[config.mk]
export PLATFORM = sky130hd
export DESIGN_NAME = ifa_top
export DESIGN_NICKNAME = d
export VERILOG_FILES = /design/src/rtl/ifa_pkg.sv /design/src/rtl/ifa_len_lut.sv /design/src/rtl/ifa_pc.sv /design/src/rtl/ifa_pack.sv /design/src/rtl/ifa_top.sv
export SDC_FILE = /design/constraint.sdc
export NUM_CORES = 1
export LEC_CHECK = 0
export ABC_AREA = 1
export ABC_CLOCK_PERIOD_IN_PS = 4900
export BUFFER_PORTS_ARGS = -buffer_cell sky130_fd_sc_hd__buf_2
export CAP_MARGIN = 20
export CORE_ASPECT_RATIO = 1.5
export CORE_MARGIN = 8
export CORE_UTILIZATION = 63
export CTS_BUF_LIST = sky130_fd_sc_hd__clkbuf_8
export DETAILED_ROUTE_END_ITERATION = 10
export HOLD_SLACK_MARGIN = 0.05
export PLACE_DENSITY = 0.88
export SYNTH_ARGS = -nofsm -noshare
export SYNTH_HDL_FRONTEND = slang
export SYNTH_HIERARCHICAL = 1
export SYNTH_SLANG_ARGS = --single-unit
[constraint.sdc]
create_clock -name clk -period 4.9 [get_ports clk]
set_input_delay 1.225 -clock clk [delete_from_list [all_inputs] [get_ports clk]]
set_output_delay 1.225 -clock clk [all_outputs]
set_load 0.005 [all_outputs]
[src/rtl/ifa_pkg.sv]
package ifa_pkg;
    localparam int BYTE_W = 8;

    typedef enum logic [1:0] {
        ST_OPC = 2'd0,
        ST_LO  = 2'd1,
        ST_HI  = 2'd2
    } seq_st_e;

    typedef struct packed {
        seq_st_e            st;
        logic [1:0]         nopnd;
        logic [BYTE_W-1:0]  opc;
        logic [BYTE_W-1:0]  lo;
        logic               vld;
        logic [BYTE_W-1:0]  out_opc;
        logic [BYTE_W-1:0]  out_i8;
        logic [2*BYTE_W-1:0] out_i16;
    } seq_s;
endpackage

[src/rtl/ifa_len_lut.sv]
module ifa_len_lut #(
    parameter int CLS_W = 2
) (
    input  logic [CLS_W-1:0] cls,
    output logic [1:0]       nopnd
);
    always_comb begin
        if (cls == CLS_W'(1))      nopnd = 2'd1;
        else if (cls == CLS_W'(2)) nopnd = 2'd2;
        else                       nopnd = 2'd0;
    end
endmodule

[src/rtl/ifa_pc.sv]
module ifa_pc #(
    parameter int PC_W = 16
) (
    input  logic            clk,
    input  logic            rst,
    input  logic            step,
    output logic [PC_W-1:0] pc
);
    logic [PC_W-1:0] pc_d, pc_q;

    always_comb begin
        pc_d = pc_q;
        if (step) pc_d = pc_q + PC_W'(1);
    end

    always_ff @(posedge clk) begin
        if (rst) pc_q <= '0;
        else     pc_q <= pc_d;
    end

    assign pc = pc_q;
endmodule

[src/rtl/ifa_pack.sv]
module ifa_pack #(
    parameter int BW = 8
) (
    input  logic [1:0]    len,
    input  logic [BW-1:0] lo,
    input  logic [BW-1:0] hi,
    output logic [BW-1:0] i8,
    output logic [2*BW-1:0] i16
);
    always_comb begin
        i8  = '0;
        i16 = '0;
        if (len != 2'd0) begin
            i8  = lo;
            i16 = {{BW{1'b0}}, lo};
        end
        if (len == 2'd2) i16 = {hi, lo};
    end
endmodule

[src/rtl/ifa_top.sv]
module ifa_top
    import ifa_pkg::*;
#(
    parameter int PC_W  = 16,
    parameter int CLS_W = 2
) (
    input  logic                 clk,
    input  logic                 rst,
    input  logic                 fb_valid,
    input  logic [BYTE_W-1:0]    fb_data,
    input  logic [CLS_W-1:0]     fb_cls,
    output logic                 fb_ready,
    output logic [PC_W-1:0]      fb_addr,
    output logic                 ins_valid,
    output logic [BYTE_W-1:0]    ins_opcode,
    output logic [BYTE_W-1:0]    ins_imm8,
    output logic [2*BYTE_W-1:0]  ins_imm16
);
    seq_s q, d;
    logic                acc;
    logic [1:0]          lut_n;
    logic [1:0]          pk_len;
    logic [BYTE_W-1:0]   pk_lo;
    logic [BYTE_W-1:0]   pk_i8;
    logic [2*BYTE_W-1:0] pk_i16;
    logic                at_opc;

    assign fb_ready = ~rst;
    assign acc      = fb_valid & fb_ready;
    assign at_opc   = (q.st == ST_OPC);

    ifa_len_lut #(.CLS_W(CLS_W)) u_lut (
        .cls   (fb_cls),
        .nopnd (lut_n)
    );

    ifa_pc #(.PC_W(PC_W)) u_pc (
        .clk  (clk),
        .rst  (rst),
        .step (acc),
        .pc   (fb_addr)
    );

    assign pk_len = at_opc ? 2'd0 : q.nopnd;
    assign pk_lo  = (q.st == ST_LO) ? fb_data : q.lo;

    ifa_pack #(.BW(BYTE_W)) u_pack (
        .len (pk_len),
        .lo  (pk_lo),
        .hi  (fb_data),
        .i8  (pk_i8),
        .i16 (pk_i16)
    );

    always_comb begin
        d     = q;
        d.vld = 1'b0;
        if (acc) begin
            case (q.st)
                ST_OPC: begin
                    d.opc   = fb_data;
                    d.nopnd = lut_n;
                    if (lut_n == 2'd0) begin
                        d.vld     = 1'b1;
                        d.out_opc = fb_data;
                        d.out_i8  = pk_i8;
                        d.out_i16 = pk_i16;
                    end else begin
                        d.st = ST_LO;
                    end
                end
                ST_LO: begin
                    d.lo = fb_data;
                    if (q.nopnd == 2'd1) begin
                        d.vld     = 1'b1;
                        d.out_opc = q.opc;
                        d.out_i8  = pk_i8;
                        d.out_i16 = pk_i16;
                        d.st      = ST_OPC;
                    end else begin
                        d.st = ST_HI;
                    end
                end
                ST_HI: begin
                    d.vld     = 1'b1;
                    d.out_opc = q.opc;
                    d.out_i8  = pk_i8;
                    d.out_i16 = pk_i16;
                    d.st      = ST_OPC;
                end
                default: d.st = ST_OPC;
            endcase
        end
    end

    always_ff @(posedge clk) begin
        if (rst) q <= '0;
        else     q <= d;
    end

    assign ins_valid  = q.vld;
    assign ins_opcode = q.out_opc;
    assign ins_imm8   = q.out_i8;
    assign ins_imm16  = q.out_i16;
endmodule

After elaboration in Yosys (flattened, before gate mapping). Index checks and enable logic that the tools add are counted.

Register bits: 69. Input port bits: 13. Output and inout port bits: 50. Word-level logic and storage cells: 43.

$add $sub $neg: 1. Eq/ne operators: 9. Mux-type cells: 13. Bitwise gates (word level): 3. Reductions and logical operators: 8.

Operators by type and width (number): 33-bit case mux with 3 select lines (1); 33-bit two-way mux (2); 8-bit two-way mux (3); 16-bit by 1-bit adder with 16-bit output (second input constant) (1); 16-bit two-way mux (1); 2-bit two-way mux (5); 2-bit by 1-bit equality test with 1-bit output (second input constant) (3); 2-bit equality test (second input constant) (3); 2-bit zero test (2); 2-bit by 1-bit inequality test with 1-bit output (second input constant) (2); 2-bit case mux with 2 select lines (1); 2-bit AND reduction (2); 4-bit AND reduction (1); 3-bit nonzero test (1); 2-bit inequality test (second input constant) (1); 1-bit NOT (2); 2-bit nonzero test (1); 2-bit OR reduction (1); 1-bit bitwise AND (1).

Logic depth before layout (Yosys ltp).
Depth after elaboration: 7. Depth in mapped cells: 11. Depth with buffers taken out: 10.

By module. Netlist, hierarchy kept.

By module, submodules not included: ifa_top (instances 1, cells each 399, area each 2735.1 um2, seq. area each 1061.0 um2); ifa_pc (instances 1, cells each 126, area each 847.1 um2, seq. area each 320.3 um2); ifa_pack (instances 1, cells each 44, area each 180.2 um2, seq. area each 0.0 um2); ifa_len_lut (instances 1, cells each 4, area each 15.0 um2, seq. area each 0.0 um2).

Worst setup path after synthesis. OpenSTA, ideal clock, no wires.

Kind: input to output. Start: input rst. End: output fb_ready. Arrival: 1579 ps. Required time: 3675 ps. Slack: 2096 ps. Stages: 2. Buffers on the path: 1. Cell sequence: inv_2 > clkbuf_1.

Longest elaborated chain between the ends: 1.

RTL lines: start: declaration (line ifa_top.sv:8) `input logic rst,`; 1-bit NOT (line ifa_top.sv:28) `assign fb_ready = ~rst;`; end: declaration (line ifa_top.sv:12) `output logic fb_ready,`.

Every way passes these cells.

Final worst setup path. Same ends and word-level chain as after synthesis.

==> impl_metrics.ini <==
[synth]
async_reset_ff_share_pct = 0
yosysMostFrequentCell = nand2_1
yosys-top-cells-count = nand2_1 (126), nor2_1 (84), inv_1 (72)
ys.warnings.count = 6
ys_seq_area_share_pct = 36.57
syn_area_per_cell_um2 = 6.592
syn-cell-area_mm2 = 0.003777
synth_top_cell_area_share_pct = 36.57
synth_fp_nets = 587
synthFlopType = dfxtp_1
synth_edf_count = 0
synth_top_area_cell = dfxtp_1
synthCells = 573
netlist_top_cells_area = dfxtp_1 (37%), nand2_1 (13%), nor2_1 (8.3%)
netlist-cell-type-count = 26
ys_ff_latch = 69

[placed_design]
port_buffers = 62
place_area_mm2 = 0.003791
hpwlAfterDp_mm = 6.262
place_congestion = 0.9061
place_ws_ns = 1.074
numPlacedInstances = 649

[detailed_routing]
vias = 3496
via_per_inst = 5.265
ant_nets = 0
drc_errors = 0
avgRoutedWirePerCell_um = 12.91
dr.first_iter.drc_count = 328
dr.pass1.iters = 5
wirelength_mm = 8.574

[setup_path]
endpoint_kind = primary output
worstReg2RegStart = q[51]
reg2reg_to = ins_imm16[0]
cp.required_ns = 3.67
arrival_ns = 2.32
worstRegToRegCells = 6
worstPathMaxFanout = 35
startpoint_type = input port
rrSetupSlack_ns = 2.49
crit_start = rst
criticalPathCategory = in2out

[floorplan]
initial_core_util_pct = 65.29
core_area_mm2 = 0.005786
die-height_um = 110.8
boundaryPins = 63
die_area_mm2 = 0.008781
die_w_um = 79.23
fp-row-count = 34

[pwr]
p_leak_nw = 1.826
power.density_mw_per_mm2 = 281.1
peakVddDrop_mv = 0.1963
power_mw = 1.114

[finish]
final_core_util_pct = 68.51
n_fill_cell = 521
drive_gt1_share_pct = 16.72
nNetsFinal = 603
stdcell_count = 664
final_cell_area_mm2 = 0.003964
areaGrowthSynthToFinish_pct = 4.935
n_antenna_cell = 0

[timing]
setup_viol = 0
hold_violations = 0
worst_pin_slew_ns = 0.9901
period_needed_ns = 3.541
clock_skew_ns = 0.008505
max_freq_ghz = 0.2824
timing.hold.ws_ns = 0.4576
relSlewSlack_pct = 33.75
period_share_pct = 72.26
slew_violations = 0
rsz0062_at_grt = false
layout_setup_ws_ns = 1.359
setup-tns-final_ns = 0

[cts]
clk_latency_ns = 0.34
htreeDepth = 3
cts.reportedPaths.clkPinSlew_ns = 0.06
ctsResizeCount = 0
root_buffer = clkbuf_8
tritoncts = built
cts_made_buffers = 9
clockBufferDepth = 2
cts_hold_buffers = 0
cts_setup_buffers = 0
clock-sinks = 69

[global_routing]
grt_pass1_wl_mm = 13.99
grt.overflow.total = 0
antenna_found_initial = 0
grt_usage_pct = 19.40
grt_pass1_vias = 3197
grt_max_degree = 49

[run]
maxCapViolations = 0

[worst_hold_path]
worstHoldStart = ins_imm16[13]
min_path_cells = 2
hold_path_class = reg2reg
min_to = ins_imm16[13]

[run_status]
status = completed
==> flip-flops by register name (all words and copies together), names as in the netlist <==
signal	flops
q	20
ins_opcode	8
ins_imm16	16
ins_imm8	8
u_pc/pc	16
ins_valid	1
==> how the worst max path moves through the flow <==
stage                  end  depth (start not counted)
6_report          fb_ready                          3
3_5_place_dp   ins_imm8[7]                          7
3_3_place_gp   ins_imm8[4]                          7
4_1_cts           fb_ready                          3
2_1_floorplan     fb_ready                          2
5_1_grt        ins_imm8[5]                          7
==> cells by family after synthesis <==
logic type,share of synthesized area [%]
and+or+nand+nor,36.34
buffers and inverters,17.69
DFF,36.57
AOI/OAI and AO/OA,9.076
adders and majority gates,0.3312
==> final cells by class <==
class | count | area, um^2 | area share [%]
Inverter | 75 | 281.5 | 7.102
Clock buffer | 11 | 151.4 | 3.819
Clock inverter | 3 | 13.76 | 0.3472
Multi-Input combinational cell | 371 | 1728 | 43.59
Sequential cell | 69 | 1381 | 34.85
Timing Repair Buffer | 63 | 317.8 | 8.018
Tap cell | 72 | 90.09 | 2.273
==> where the power goes <==
part / leakage (nW) / internal (mW) / switching, mW / total, mW
logic: 1.17 / 0.0387 / 0.0888 / 0.127
registers: 0.561 / 0.581 / 0.0119 / 0.593
clock network: 0.0922 / 0.202 / 0.192 / 0.394
total: 1.83 / 0.822 / 0.293 / 1.11
==> layer usage <==
metal	share of wire, %	vias to the layer above	wire length (um)	GRT usage, %
met2	51	133	4332	33.02
met5	0	-	0	0
met1	39	1539	3349	19.96
li1	-	1802	-	-
met4	3.5	0	296	12.67
met3	7.0	22	596	5.276
==> critical path: stages <==
cell and delay (ns):
buf_2 0.50, inv_2 0.35, buf_2 0.23
==> placed cells by master, fill, tap and decap left out <==
cell type	netlist	layout
nand2_1	126	126
nor2_1	84	84
inv_1	72	73
dfxtp_1	69	69
buf_2	9	62
nand3_1	53	53
a21oi_1	29	29
o21ai_0	24	24
nand4_1	19	19
clkbuf_8	0	11
nor2_4	8	8
nand2_2	7	7
o31ai_1	7	7
inv_2	3	3
nor3_1	3	3
nand3_2	2	2
clkinv_2	0	2
nor2_2	2	2
o21ai_1	2	2
nand2_4	1	1
a211oi_1	1	1
o21bai_1	1	1
nor3b_1	1	1
ha_1	1	1
buf_4	34	1
Power figures use the tool's default switching activity.
